--- config.mk ---
export PLATFORM = sky130hd
export DESIGN_NAME = nor_cmd_seq
export DESIGN_NICKNAME = d
export VERILOG_FILES = /design/src/rtl/nor_cmd_pkg.sv /design/src/rtl/nor_seq_decoder.sv /design/src/rtl/nor_op_timer.sv /design/src/rtl/nor_store.sv /design/src/rtl/nor_cmd_seq.sv
export SDC_FILE = /design/constraint.sdc
export NUM_CORES = 1
export LEC_CHECK = 0
export ABC_AREA = 1
export ABC_CLOCK_PERIOD_IN_PS = 3700
export BUFFER_PORTS_ARGS = -buffer_cell sky130_fd_sc_hd__buf_4
export CAP_MARGIN = 20
export CORE_MARGIN = 3
export CORE_UTILIZATION = 45
export CTS_BUF_LIST = sky130_fd_sc_hd__clkbuf_4
export DETAILED_ROUTE_END_ITERATION = 16
export PLACE_DENSITY_LB_ADDON = 0.25
export SYNTH_ARGS = -nofsm -noshare
export SYNTH_HDL_FRONTEND = slang
export SYNTH_HIERARCHICAL = 1
export SYNTH_SLANG_ARGS = --single-unit
--- constraint.sdc ---
create_clock -name clk -period 3.7 [get_ports clk]
set_clock_uncertainty 0.15 [all_clocks]
set_input_delay 0.37 -clock clk [delete_from_list [all_inputs] [get_ports clk]]
set_output_delay 0.37 -clock clk [all_outputs]
set_load 0.02 [all_outputs]
--- src/rtl/nor_cmd_pkg.sv ---
// Shared constants and types for the flash command sequencer.
// Assumes 8-bit data and unlock keys at fixed 16-bit addresses.
package nor_cmd_pkg;
    localparam logic [15:0] KEY_ADDR_HI = 16'h5555;
    localparam logic [15:0] KEY_ADDR_LO = 16'h2AAA;
    localparam logic [7:0]  KEY_FIRST   = 8'hAA;
    localparam logic [7:0]  KEY_SECOND  = 8'h55;
    localparam logic [7:0]  CMD_PROG    = 8'hA0;
    localparam logic [7:0]  CMD_ERASE_SETUP = 8'h80;
    localparam logic [7:0]  CMD_ERASE_ALL   = 8'h10;

    typedef enum logic [2:0] {
        SQ_IDLE, SQ_UNL1, SQ_UNL2, SQ_PGM, SQ_ERA1, SQ_ERA2, SQ_ERA3
    } seq_state_t;
endpackage

--- src/rtl/nor_seq_decoder.sv ---
// Command sequence decoder: walks the unlock sequence one write at a time
// and pulses a start for program or erase. Assumes writes are one-cycle
// strobes; every write is ignored while busy is high.
module nor_seq_decoder
    import nor_cmd_pkg::*;
#(
    parameter int ADDR_W = 16
) (
    input  logic              clk,
    input  logic              rst_n,
    input  logic              wr_en,
    input  logic [ADDR_W-1:0] wr_addr,
    input  logic [7:0]        wr_data,
    input  logic              busy,
    output logic              start_prog,
    output logic              start_erase
);
    localparam logic [ADDR_W-1:0] A_HI = ADDR_W'(KEY_ADDR_HI);
    localparam logic [ADDR_W-1:0] A_LO = ADDR_W'(KEY_ADDR_LO);

    seq_state_t state, state_nx;
    logic at_hi, at_lo;

    assign at_hi = (wr_addr == A_HI);
    assign at_lo = (wr_addr == A_LO);

    // Next-state and start decode for an accepted write
    always_comb begin
        state_nx    = state;
        start_prog  = 1'b0;
        start_erase = 1'b0;
        if (wr_en && !busy) begin
            state_nx = SQ_IDLE;
            case (state)
                SQ_IDLE: if (at_hi && wr_data == KEY_FIRST)  state_nx = SQ_UNL1;
                SQ_UNL1: if (at_lo && wr_data == KEY_SECOND) state_nx = SQ_UNL2;
                SQ_UNL2: begin
                    if (at_hi && wr_data == CMD_PROG)             state_nx = SQ_PGM;
                    else if (at_hi && wr_data == CMD_ERASE_SETUP) state_nx = SQ_ERA1;
                end
                SQ_PGM:  start_prog = 1'b1;
                SQ_ERA1: if (at_hi && wr_data == KEY_FIRST)  state_nx = SQ_ERA2;
                SQ_ERA2: if (at_lo && wr_data == KEY_SECOND) state_nx = SQ_ERA3;
                SQ_ERA3: start_erase = at_hi && (wr_data == CMD_ERASE_ALL);
                default: state_nx = SQ_IDLE;
            endcase
        end
    end

    // Sequence state register
    always_ff @(posedge clk) begin
        if (!rst_n) state <= SQ_IDLE;
        else        state <= state_nx;
    end

    assert_idle_while_busy_R8: assert property (@(posedge clk) disable iff (!rst_n)
        busy |-> (state == SQ_IDLE));
    assert_start_exclusive_R9: assert property (@(posedge clk) disable iff (!rst_n)
        $onehot0({start_prog, start_erase}));
endmodule

--- src/rtl/nor_op_timer.sv ---
// Operation timer: holds busy for a fixed cycle count after a start and
// pulses done on the last busy cycle. Assumes starts only arrive while idle.
module nor_op_timer #(
    parameter int PROG_CYCLES  = 20,
    parameter int ERASE_CYCLES = 60
) (
    input  logic clk,
    input  logic rst_n,
    input  logic start_prog,
    input  logic start_erase,
    output logic busy,
    output logic erase_op,
    output logic done
);
    localparam int MAXC = (ERASE_CYCLES > PROG_CYCLES) ? ERASE_CYCLES : PROG_CYCLES;
    localparam int CW   = $clog2(MAXC + 1);

    logic [CW-1:0] cnt;

    assign done = busy && (cnt == '0);

    // Load, count down and release busy
    always_ff @(posedge clk) begin
        if (!rst_n) begin
            busy     <= 1'b0;
            erase_op <= 1'b0;
            cnt      <= '0;
        end else if (start_prog || start_erase) begin
            busy     <= 1'b1;
            erase_op <= start_erase;
            cnt      <= start_erase ? CW'(ERASE_CYCLES - 1) : CW'(PROG_CYCLES - 1);
        end else if (done) begin
            busy <= 1'b0;
        end else if (busy) begin
            cnt <= cnt - 1'b1;
        end
    end

    assert_busy_rise_R4: assert property (@(posedge clk) disable iff (!rst_n)
        (start_prog || start_erase) |=> busy);
    assert_busy_hold_R4: assert property (@(posedge clk) disable iff (!rst_n)
        (busy && cnt != '0) |=> busy);
    assert_no_start_busy_R8: assert property (@(posedge clk) disable iff (!rst_n)
        busy |-> !(start_prog || start_erase));
endmodule

--- src/rtl/nor_store.sv ---
// Storage array with status read path. Latches the program target on start,
// commits on done, and returns polling status while busy. Assumes reset
// fills the array with ones.
module nor_store #(
    parameter int DEPTH = 64,
    parameter int IDX_W = $clog2(DEPTH)
) (
    input  logic             clk,
    input  logic             rst_n,
    input  logic             start_prog,
    input  logic [IDX_W-1:0] wr_idx,
    input  logic [7:0]       wr_data,
    input  logic             busy,
    input  logic             erase_op,
    input  logic             done,
    input  logic             rd_en,
    input  logic [IDX_W-1:0] rd_idx,
    output logic [7:0]       rd_data
);
    logic [7:0]       mem [DEPTH];
    logic [IDX_W-1:0] tgt_idx;
    logic [7:0]       tgt_data;
    logic             toggle;

    // Capture program target when the command is accepted
    always_ff @(posedge clk) begin
        if (!rst_n) begin
            tgt_idx  <= '0;
            tgt_data <= '0;
        end else if (start_prog) begin
            tgt_idx  <= wr_idx;
            tgt_data <= wr_data;
        end
    end

    // Array contents: reset to ones, commit program or erase at done
    always_ff @(posedge clk) begin
        if (!rst_n) begin
            for (int i = 0; i < DEPTH; i++) mem[i] <= 8'hFF;
        end else if (done) begin
            if (erase_op) begin
                for (int i = 0; i < DEPTH; i++) mem[i] <= 8'hFF;
            end else begin
                mem[tgt_idx] <= tgt_data;
            end
        end
    end

    // Read path: status while busy, array data otherwise
    always_ff @(posedge clk) begin
        if (!rst_n) begin
            rd_data <= '0;
            toggle  <= 1'b0;
        end else if (rd_en) begin
            if (busy) begin
                rd_data <= {(erase_op ? 1'b0 : ~tgt_data[7]), toggle, 6'b0};
                toggle  <= ~toggle;
            end else begin
                rd_data <= mem[rd_idx];
            end
        end
    end

    assert_erase_fill_R3: assert property (@(posedge clk) disable iff (!rst_n)
        (done && erase_op) |=> (mem[0] == 8'hFF && mem[DEPTH-1] == 8'hFF));
    assert_erase_status_R6: assert property (@(posedge clk) disable iff (!rst_n)
        (rd_en && busy && erase_op) |=> (rd_data[7] == 1'b0));
    assert_status_low_bits_R7: assert property (@(posedge clk) disable iff (!rst_n)
        (rd_en && busy) |=> (rd_data[5:0] == 6'b0));
    assert_read_hold_R10: assert property (@(posedge clk) disable iff (!rst_n)
        (!rd_en && !$past(!rst_n)) |=> $stable(rd_data));
endmodule

--- src/rtl/nor_cmd_seq.sv ---
// Top of the flash command sequencer: decoder, operation timer and array.
// Assumes one write or one read per cycle from a single host.
module nor_cmd_seq #(
    parameter int ADDR_W       = 16,
    parameter int DEPTH        = 64,
    parameter int PROG_CYCLES  = 20,
    parameter int ERASE_CYCLES = 60,
    parameter int IDX_W        = $clog2(DEPTH)
) (
    input  logic              clk,
    input  logic              rst_n,
    input  logic              wr_en,
    input  logic [ADDR_W-1:0] wr_addr,
    input  logic [7:0]        wr_data,
    input  logic              rd_en,
    input  logic [IDX_W-1:0]  rd_addr,
    output logic [7:0]        rd_data,
    output logic              busy
);
    logic start_prog, start_erase, erase_op, done;

    nor_seq_decoder #(.ADDR_W(ADDR_W)) u_dec (
        .clk(clk), .rst_n(rst_n), .wr_en(wr_en), .wr_addr(wr_addr),
        .wr_data(wr_data), .busy(busy),
        .start_prog(start_prog), .start_erase(start_erase)
    );

    nor_op_timer #(.PROG_CYCLES(PROG_CYCLES), .ERASE_CYCLES(ERASE_CYCLES)) u_tmr (
        .clk(clk), .rst_n(rst_n), .start_prog(start_prog), .start_erase(start_erase),
        .busy(busy), .erase_op(erase_op), .done(done)
    );

    nor_store #(.DEPTH(DEPTH), .IDX_W(IDX_W)) u_mem (
        .clk(clk), .rst_n(rst_n), .start_prog(start_prog),
        .wr_idx(wr_addr[IDX_W-1:0]), .wr_data(wr_data), .busy(busy),
        .erase_op(erase_op), .done(done), .rd_en(rd_en), .rd_idx(rd_addr),
        .rd_data(rd_data)
    );
endmodule

==> flow_metrics.py, run 1 <==
metrics = {
    "sta": {
        "setup_tns_ps": 0,
        "slew_viol_final": 0,
        "hold_viol": 0,
        "worst_slew_pin_slew_ps": 1020,
        "fin_ws_ps": 371,
        "period_needed_ps": 3330,
        "max_freq_mhz": 300,
        "max_slew_margin_pct": 31.0,
        "fin_crit_sh_pct": 90.0,
        "rsz0062_at_grt": "false",
        "setup_viol": 0,
    },
    "outcome": {
        "status": "finished, final reports clean",
    },
    "placement": {
        "placed_cells": 3377,
        "place_area_um2": 26300,
        "place_ws_ps": 398,
        "gp_congestion": 0.874,
        "hpwl_mm": 43.0,
        "io_buffers": 42,
    },
    "pwr": {
        "p_int_mw": 9.66,
        "p_comb_share_pct": 7.0,
        "seq_power_share_pct": 53.1,
        "vdd_ir_drop_max_mv": 0.239,
        "p_clk_share_pct": 39.9,
        "p_sw_mw": 3.02,
        "switching_share_pct": 23.8,
        "cellPowerDensity_nw_per_um2": 444,
        "leakage_nw": 9.65,
    },
    "worst_setup_path": {
        "critPathBufInv": 5,
        "path_cells": "inv_1 > nand2_2 > nor4_1 > clkinv_1 > buf_4 > o21ai_0 > dlygate4sd3_1 > a21oi_1 > dlygate4sd3_1",
        "reg2reg_setup_slack_ps": 370,
        "setup.worst_path.end_class": "flop",
        "critPathMaxFanout": 28,
        "timing.rr.end": "u_mem/tgt_data[4]",
        "start_kind": "flop",
        "crit_type": "reg -> reg",
        "reg2regPathDepth": 9,
        "path_delay_family": "buffers and inverters",
        "slowest_delay_ps": 700,
        "cp_slowest_cell": "nor4_1",
        "arrival_ps": 4010,
        "reg2reg_from": "u_tmr/busy",
        "crit_path_frequent_cell": "dlygate4sd3_1",
        "required_ps": 4380,
    },
    "logic_synthesis": {
        "syn_area_per_cell_um2": 9.37,
        "synthCells": 2724,
        "syn-num-nets": 2760,
        "ys_ff_latch": 546,
        "yosysSeqAreaShare_pct": 62.9,
        "synthesis.area_um2": 25500,
        "synth-warning-count": 6,
        "ys_types": 34,
    },
    "clocking": {
        "clockBufferDepth": 3,
        "worstSkewPairLatency_ps": 970,
        "post_cts_buffers": 0,
        "post_cts_resized": 0,
        "cts_tree": "built",
        "clk_pin_slew_ps": 60,
        "hold_buffers": 43,
        "cts_buffers": 144,
        "clock_sinks": 546,
        "htree_levels": 4,
        "root_buffer": "clkbuf_4",
    },
    "grt": {
        "first_global_vias": 19300,
        "grt_busiest_layer": "met2",
        "use_met2_pct": 38.2,
        "grt-ovfl-total": 0,
        "use_met3_pct": 6.05,
        "grt_use_total_pct": 23.9,
        "antenna_found_initial": 1,
        "grt_pass1_wl_mm": 109,
        "grt_max_degree": 161,
        "met1_usage_pct": 31.9,
    },
    "layout": {
        "final_cells": 3673,
        "area_growth_pct": 11.9,
        "multi_input_area_um2": 8170,
        "stdcell_area_um2": 28500,
        "register_area_um2": 16100,
        "n_fill_cell": 5111,
        "final_net_count": 2862,
        "drive_gt1_share_pct": 12.8,
    },
    "die": {
        "core_area_um2": 55600,
        "pin_count": 43,
        "rows": 86,
        "start_util_pct": 45.9,
        "dieWidth_um": 244,
        "design.die.area_um2": 59600,
        "die_height_um": 244,
    },
    "routing": {
        "drtIter0Drc": 2238,
        "drt.antenna.violating_nets": 0,
        "viasPerCell": 5.48,
        "vias": 20100,
        "drc": 0,
        "dr.pass1.iters": 6,
        "routed_wl_mm": 71.2,
        "wire_per_inst_um": 19.4,
    },
    "flow_run": {
        "max_cap_violations": 0,
    },
    "worst_hold_path": {
        "hold_path_class": "in -> reg",
        "whs_path_depth": 4,
        "hold_start": "wr_data[2]",
        "holdPathEnd": "u_mem/tgt_data[2]",
    },
}
[worst reg2reg max path, delay by kind of cell, from the launching register on]
| family | cells | cell delay [ps] |
|---|---|---|
| AO/OA/AOI/OAI | 2 | 190 |
| buffers and inverters | 5 | 1650 |
| flip-flops | 1 | 400 |
| AND/OR/NAND/NOR | 2 | 800 |
[how the worst max path moves through the flow]
stage / start / cells past startpoint / slack, ps / to
3_3_place_gp: u_tmr/cnt[0] / 8 / 460 / u_mem/mem[56][0]
3_5_place_dp: u_tmr/cnt[0] / 8 / 400 / u_mem/mem[56][3]
2_1_floorplan: u_tmr/cnt[0] / 9 / 970 / u_mem/mem[18][0]
5_1_grt: u_tmr/cnt[0] / 8 / 110 / u_mem/mem[56][2]
4_1_cts: u_tmr/busy / 9 / 330 / u_mem/tgt_data[5]
6_report: u_tmr/busy / 9 / 370 / u_mem/tgt_data[4]
[power by group through the flow]
stage          Combinational (mW)  Clock [mW]  Sequential [mW]
2_1_floorplan               0.578           0             6.87
3_3_place_gp                0.829           0             6.87
3_5_place_dp                0.842           0             6.87
4_1_cts                     0.870        5.20             6.73
5_1_grt                     0.975        5.53             6.73
6_report                    0.887        5.07             6.73
[layer usage]
layer | share of wire [%] | vias up
li1 | - | 9417
met1 | 42 | 9670
met2 | 47 | 924
met3 | 8.8 | 131
met4 | 2.3 | 0
met5 | 0 | -
[cell families (layout without fill, tap and decap cells)]
| logic type | count (synthesis) | in the layout | synth area share (%) |
|---|---|---|---|
| buffers and inverters | 254 | 451 | 5.08 |
| other | 0 | 4 | 0 |
| and+or+nand+nor | 1811 | 1811 | 29.7 |
| adders and majority gates | 2 | 2 | 0.0981 |
| AOI/OAI and AO/OA | 111 | 111 | 2.22 |
| DFF | 546 | 546 | 62.9 |
[cells in the mapped netlist]
master | number | share of area (%)
a32oi_1 | 1 | 0.034
nor2_1 | 79 | 1.2
buf_6 | 22 | 0.97
nand3_4 | 1 | 0.069
nor3_1 | 7 | 0.14
nand2_4 | 2 | 0.088
inv_1 | 53 | 0.78
o21bai_1 | 1 | 0.029
buf_2 | 19 | 0.37
nor4_1 | 4 | 0.098
o21ai_1 | 43 | 0.84
ha_1 | 2 | 0.098
nand3b_1 | 3 | 0.088
a21oi_1 | 30 | 0.59
clkbuf_1 | 96 | 1.4
dfxtp_1 | 34 | 2.7
buf_12 | 1 | 0.078
buf_8 | 1 | 0.059
o21ai_0 | 35 | 0.69
and3_1 | 1 | 0.025
buf_1 | 20 | 0.29
nand4_1 | 7 | 0.17
edfxtp_1 | 512 | 60
nand2_2 | 2 | 0.049
nand4_2 | 3 | 0.15
clkinv_1 | 3 | 0.044
nor2_4 | 8 | 0.35
inv_2 | 6 | 0.088
nand3_1 | 448 | 8.8
nand2_1 | 1229 | 18
a21oi_2 | 1 | 0.034
inv_6 | 1 | 0.034
buf_4 | 32 | 0.94
nor2_2 | 17 | 0.42
[per-stage QoR]
stage | hold slack (ps) | total power [mW] | utilization, %
floorplan | 305 | 7.45 | -
global placement | 313 | 7.70 | 47.3
detailed placement | 313 | 7.71 | 47.3
CTS | 57.7 | 12.8 | 51.2
global route | 103 | 13.2 | 51.3
finish | 158 | 12.7 | 51.3
[flip-flops by register name, indices dropped and copies added (netlist names)]
name / cells
u_mem/mem: 512
u_mem/rd_data: 8
u_mem/tgt_data: 8
u_mem/tgt_idx: 6
u_tmr/cnt: 6
u_dec/state: 3
u_mem/toggle: 1
u_tmr/busy: 1
u_tmr/erase_op: 1
[cell type report]
class                   instances  share of cell area (%)
inverters                      63                   0.855
clock buffers                 213                    5.60
multi-input cells            1924                    28.6
clock inverters                28                   0.469
diodes                          4                  0.0351
well taps                     748                    3.28
flip-flops and latches        546                    56.2
repair buffers                147                    4.90
[layout by cell type (no fill, tap or decap), types with 2 or more instances in the layout]
master,instances
clkinv_2,2
nor3_1,7
ha_1,2
o21ai_1,43
nand3_1,448
nand4_1,7
buf_2,5
nand3b_1,3
nor2_2,17
inv_2,17
edfxtp_1,512
nand2_1,1229
nand2_2,2
nor2_1,79
dlygate4sd3_1,43
o21ai_0,35
nor2_4,8
diode_2,4
clkbuf_4,215
nor4_1,4
a21oi_1,30
inv_1,44
nand4_2,3
buf_12,16
dfxtp_1,34
buf_4,79
clkinv_1,25
nand2_4,2
No activity file was read; power rests on OpenSTA's default activity.
==> run 2: changes to the inputs <==
--- a/config.mk
+++ b/config.mk
@@ -14,6 +14,7 @@
 export CTS_BUF_LIST = sky130_fd_sc_hd__clkbuf_4
 export DETAILED_ROUTE_END_ITERATION = 16
 export PLACE_DENSITY_LB_ADDON = 0.25
+export RECOVER_POWER = 50
 export SYNTH_ARGS = -nofsm -noshare
 export SYNTH_HDL_FRONTEND = slang
 export SYNTH_HIERARCHICAL = 1
==> run 2 against run 1 <==
Utilization down 0.38 points. First-iteration DRC count is 3.8% lower. Hold slack improved by 14 ps. Highest routed layer is now met5.
==> flow_metrics.py, run 2 (synthesis gave the netlist of run 1 again) <==
metrics = {
    "routing": {
        "viasPerCell": 5.47,
        "wl_met3_mm": 6.63,
        "drtIter0Drc": 2152,
        "dr.pass1.iters": 7,
        "vias": 20100,
        "routed_wl_mm": 71.2,
        "wl_met2_mm": 33.7,
        "drt.antenna.violating_nets": 0,
        "drt-met1-wl_mm": 29.2,
        "wire_per_inst_um": 19.4,
        "maxUsedRoutingLayer": "met5",
        "drc": 0,
    },
    "flow_run": {
        "max_cap_violations": 0,
    },
    "layout": {
        "n_fill_cell": 5168,
        "most-common-layout-cells": "nand2_1 (1231), edfxtp_1 (512), nand3_1 (448), clkbuf_4 (214), nor2_1 (93)",
        "largest_reg_flops": 512,
        "final_net_count": 2862,
        "top_regs": "u_mem/mem (512), u_mem/rd_data (8), u_mem/tgt_data (8)",
        "max_flop_register": "u_mem/mem",
        "multi_input_area_um2": 8090,
        "final_cells": 3670,
        "area_growth_pct": 11.1,
        "final_common_cell": "nand2_1",
        "final_core_util_pct": 50.9,
        "register_area_um2": 16100,
        "drive_gt1_share_pct": 11.0,
    },
    "grt": {
        "antenna_found_initial": 1,
        "grt_use_total_pct": 23.9,
        "grt-ovfl-total": 0,
        "first_global_vias": 19300,
        "grt_pass1_wl_mm": 109,
        "grt_max_degree": 161,
    },
    "die": {
        "pin_count": 43,
        "start_util_pct": 45.9,
        "rows": 86,
        "design.die.area_um2": 59600,
        "dieWidth_um": 244,
        "core_area_um2": 55600,
        "die_height_um": 244,
    },
    "sta": {
        "worst_slew_pin_slew_ps": 1150,
        "setup_viol": 0,
        "setup_tns_ps": 0,
        "rsz0062_at_grt": "false",
        "max_slew_margin_pct": 22.6,
        "fin_crit_sh_pct": 91.7,
        "max_freq_mhz": 295,
        "slew_viol_final": 0,
        "period_needed_ps": 3390,
        "hold_viol": 0,
    },
    "clocking": {
        "clk_pin_slew_ps": 60,
        "clockBufferDepth": 3,
        "htree_levels": 4,
        "worstSkewPairLatency_ps": 960,
        "post_cts_buffers": 0,
        "clock_sinks": 546,
        "cts_tree": "built",
        "root_buffer": "clkbuf_4",
        "cts_buffers": 144,
        "post_cts_resized": 0,
    },
    "pwr": {
        "p_sw_mw": 3.02,
        "switching_share_pct": 23.8,
        "leakage_nw": 9.52,
        "cellPowerDensity_nw_per_um2": 447,
        "p_clk_share_pct": 40.0,
        "p_int_mw": 9.65,
        "vdd_ir_drop_max_mv": 0.236,
        "p_total_mw": 12.7,
        "seq_power_share_pct": 53.1,
        "p_comb_share_pct": 6.9,
    },
    "placement": {
        "io_buffers": 42,
        "gp_congestion": 0.874,
        "hpwl_mm": 43.0,
        "placed_cells": 3377,
    },
    "worst_setup_path": {
        "slowest_delay_ps": 720,
        "cp_slowest_cell": "clkbuf_1",
        "critPathMaxFanout": 33,
        "setup.worst_path.end_class": "flop",
        "crit_type": "in -> reg",
        "required_ps": 4420,
        "start_kind": "input pin",
        "path_cells": "dlygate4sd3_1 > clkbuf_2 > inv_1 > clkbuf_1 > nand2_1 > nand3_1 > nand3_1 > dlygate4sd3_1 > nand2_1 > nand2_1 > a21oi_1",
        "crit_path_frequent_cell": "nand2_1",
        "arrival_ps": 4110,
    },
    "worst_hold_path": {
        "hold_path_class": "in -> reg",
    },
    "outcome": {
        "status": "finished, final reports clean",
    },
}
==> run 2: cell types whose count changed in the layout (fill, tap and decap cells not counted), sizes merged <==
cell / delta
buf: -35
diode: -3
clkbuf: +35
==> run 2: worst paths after layout <==
check / from / to / slack [ps] / cells past startpoint
hold reg to reg: u_mem/rd_data[0] / u_mem/rd_data[0] / 320 / 2
hold / removal: wr_data[2] / u_mem/tgt_data[2] / 170 / 4
setup reg to reg: u_tmr/cnt[0] / u_mem/mem[56][2] / 370 / 8
setup / recovery: rd_addr[3] / u_mem/rd_data[7] / 310 / 11
==> run 2: power by group through the flow <==
stage	registers, mW	clock network (mW)	logic, mW
global placement	6.87	0	0.829
CTS	6.73	5.20	0.870
finish	6.73	5.06	0.873
global route	6.73	5.53	0.962
floorplan	6.87	0	0.578
detailed placement	6.87	0	0.842
==> run 2: per-layer routing <==
layer	GRT usage, %	up-vias
met2	38.2	950
li1	-	9420
met1	31.9	9587
met3	6.05	133
met5	0	-
met4	8.42	2
==> run 2: cell type report <==
cell class	count	share of cell area (%)
clock inverters	28	0.473
diodes	1	0.00883
repair buffers	147	4.50
clock buffers	213	5.64
inverters	63	0.861
multi-input cells	1924	28.5
well taps	748	3.30
flip-flops and latches	546	56.7
==> run 2: repair_timing <==
action | in CTS | in global routing
endpoints found under the setup margin | 0 | 0
hold buffers | 43 | 0
endpoints found under the hold margin | 34 | 0
==> run 2: metrics by stage <==
stage,hold WS [ps],setup slack [ps],cell area (um2)
after floorplan,305,968,25500
after global placement,313,457,26300
after detailed placement,313,398,26300
after CTS,57.7,333,28500
after global routing,103,119,28300
final,173,306,28300
==> run 2: critical path, delay by kind of cell <==
family                 cells  cell delay (ps)
buffers and inverters      5             2950
AND/OR/NAND/NOR            5              640
AO/OA/AOI/OAI              1              130
==> run 3: changes to the inputs <==
--- a/config.mk
+++ b/config.mk
@@ -10,7 +10,7 @@
 export BUFFER_PORTS_ARGS = -buffer_cell sky130_fd_sc_hd__buf_4
 export CAP_MARGIN = 20
 export CORE_MARGIN = 3
-export CORE_UTILIZATION = 45
+export CORE_UTILIZATION = 25
 export CTS_BUF_LIST = sky130_fd_sc_hd__clkbuf_4
 export DETAILED_ROUTE_END_ITERATION = 16
 export PLACE_DENSITY_LB_ADDON = 0.25
==> run 3 against run 2 <==
Sequential cell count unchanged. Critical path depth decreased by 3. Fmax decreased by 2.4%. Highest routed layer unchanged.
==> flow_metrics.py, run 3 (synthesis gave the netlist of run 1 again) <==
metrics = {
    "sta": {
        "setup_viol": 0,
        "fin_crit_sh_pct": 94.0,
        "max_freq_mhz": 288,
        "period_needed_ps": 3480,
        "hold_viol": 0,
        "max_slew_margin_pct": 19.0,
        "rsz0062_at_grt": "false",
        "slew_viol_final": 0,
        "hold-worst-slack_ps": 130,
        "worst_slew_pin_slew_ps": 1200,
        "setup_tns_ps": 0,
    },
    "worst_setup_path": {
        "path_delay_family": "compound AO/OA/AOI/OAI gates",
        "arrival_ps": 3900,
        "critPathMaxFanout": 8,
        "path_cells": "inv_1 > ha_1 > nand3_4 > nor2_1 > nand3_1 > inv_1 > nand4_2 > o21ai_0",
        "crit_type": "reg -> reg",
        "timing.rr.end": "u_mem/mem[5][6]",
        "crit_end": "u_mem/mem[5][6]",
        "critPathBufInv": 2,
        "cp-startpoint": "u_tmr/cnt[0]",
        "reg2reg_from": "u_tmr/cnt[0]",
        "required_ps": 4130,
        "start_kind": "flop",
        "crit_path_frequent_cell": "inv_1",
        "setup.worst_path.end_class": "flop",
        "reg2regPathDepth": 8,
        "slowest_delay_ps": 980,
        "cp.depth": 8,
        "reg2reg_setup_slack_ps": 220,
        "cp_slowest_cell": "o21ai_0",
    },
    "layout": {
        "largest_reg_flops": 512,
        "max_flop_register": "u_mem/mem",
        "drive_gt1_share_pct": 12.1,
        "final_net_count": 2897,
        "area_growth_pct": 15.9,
        "final_cells": 4331,
        "top_regs": "u_mem/mem (512), u_mem/rd_data (8), u_mem/tgt_data (8)",
        "final_common_cell": "nand2_1",
        "n_fill_cell": 10700,
        "most-common-layout-cells": "nand2_1 (1229), edfxtp_1 (512), nand3_1 (448), clkbuf_4 (233), nor2_1 (96)",
    },
    "die": {
        "rows": 116,
        "start_util_pct": 25.4,
        "design.die.area_um2": 106000,
        "die_height_um": 325,
        "pin_count": 43,
        "dieWidth_um": 325,
        "core_area_um2": 101000,
    },
    "worst_hold_path": {
        "hold_path_class": "in -> reg",
    },
    "clocking": {
        "clockBufferDepth": 3,
        "clk_pin_slew_ps": 60,
        "cts_buffers": 154,
        "root_buffer": "clkbuf_4",
        "clock_sinks": 546,
        "worstSkewPairLatency_ps": 990,
        "htree_levels": 4,
        "cts_tree": "built",
        "post_cts_resized": 0,
    },
    "grt": {
        "grt_max_degree": 129,
        "grt-ovfl-total": 0,
        "grt_use_total_pct": 14.6,
        "first_global_vias": 19700,
        "antenna_found_initial": 2,
        "grt_pass1_wl_mm": 119,
    },
    "pwr": {
        "vdd_ir_drop_max_mv": 0.164,
        "p_total_mw": 13.3,
        "leakage_nw": 9.77,
        "cellPowerDensity_nw_per_um2": 451,
    },
    "placement": {
        "hpwl_mm": 47.7,
        "gp_congestion": 0.778,
        "io_buffers": 42,
        "placed_cells": 3997,
    },
    "routing": {
        "drc": 0,
        "vias": 19700,
        "wire_per_inst_um": 18.1,
        "viasPerCell": 4.55,
        "routed_wl_mm": 78.4,
        "drt.antenna.violating_nets": 0,
        "drtIter0Drc": 1477,
        "dr.pass1.iters": 5,
    },
    "outcome": {
        "status": "finished, final reports clean",
    },
    "flow_run": {
        "max_cap_violations": 0,
    },
}
run 3: cell count changes in the layout (fill, tap and decap cells not counted), moves of 7 or more:
cell,previous run,this run
clkinv_2,2,9
inv_2,17,9
buf_4,48,66
dlygate4sd3_1,43,61
clkbuf_1,36,29
clkbuf_4,214,233
run 3: worst min-delay path by stage:
stage | end | slack [ps] | startpoint | cells after the start
CTS | u_dec/state[0] | 0.8 | wr_en | 5
global placement | u_mem/rd_data[2] | 310 | u_mem/rd_data[2] | 2
global route | u_tmr/cnt[1] | 60 | rst_n | 4
floorplan | u_mem/toggle | 300 | u_mem/toggle | 2
detailed placement | u_mem/rd_data[2] | 310 | u_mem/rd_data[2] | 2
finish | u_tmr/cnt[1] | 130 | rst_n | 4
run 3: power by group:
part           switching, mW  total (mW)  internal, mW
combinational          0.653       0.914         0.261
clock                   2.62        5.68          3.07
sequential           0.00620        6.74          6.73
run 3: worst register-to-register path, cell delays in order (launching register included):
cell and delay (ps):
dfxtp_1 320, inv_1 150, ha_1 220, nand3_4 100, nor2_1 250, nand3_1 210
inv_1 280, nand4_2 390, o21ai_0 990
run 3: routing by layer:
metal  part of all wire, %  up-vias  GRT usage (%)
met4                   2.8        2           5.41
met2                    45      600           23.1
met1                    45     9442           19.4
met5                 0.026        -              0
li1                      -     9510              -
met3                   6.6      150           3.60
run 3: what timing repair did:
item / CTS / global route
endpoints found under the hold margin: 34 / 0
buffers inserted: 0 / 1
endpoints found under the setup margin: 0 / 1
hold buffers: 62 / 0
run 3: layout make-up:
cell class	count	area (um2)	share of cell area [%]
Sequential cell	546	16100	54.3
Multi-Input combinational cell	1924	8090	27.4
Clock buffer	233	1750	5.91
Tap cell	1357	1700	5.74
Timing Repair Buffer	172	1500	5.07
Inverter	63	256	0.867
Clock inverter	35	229	0.774
Antenna cell	1	2.50	0.00846
run 3: metrics by stage:
stage	worst slack, ps	area, um2	util, %
floorplan	968	25500	-
global placement	333	27100	27.0
detailed placement	333	27100	27.0
CTS	166	29700	29.6
global route	75.7	29600	29.4
finish	223	29600	29.4
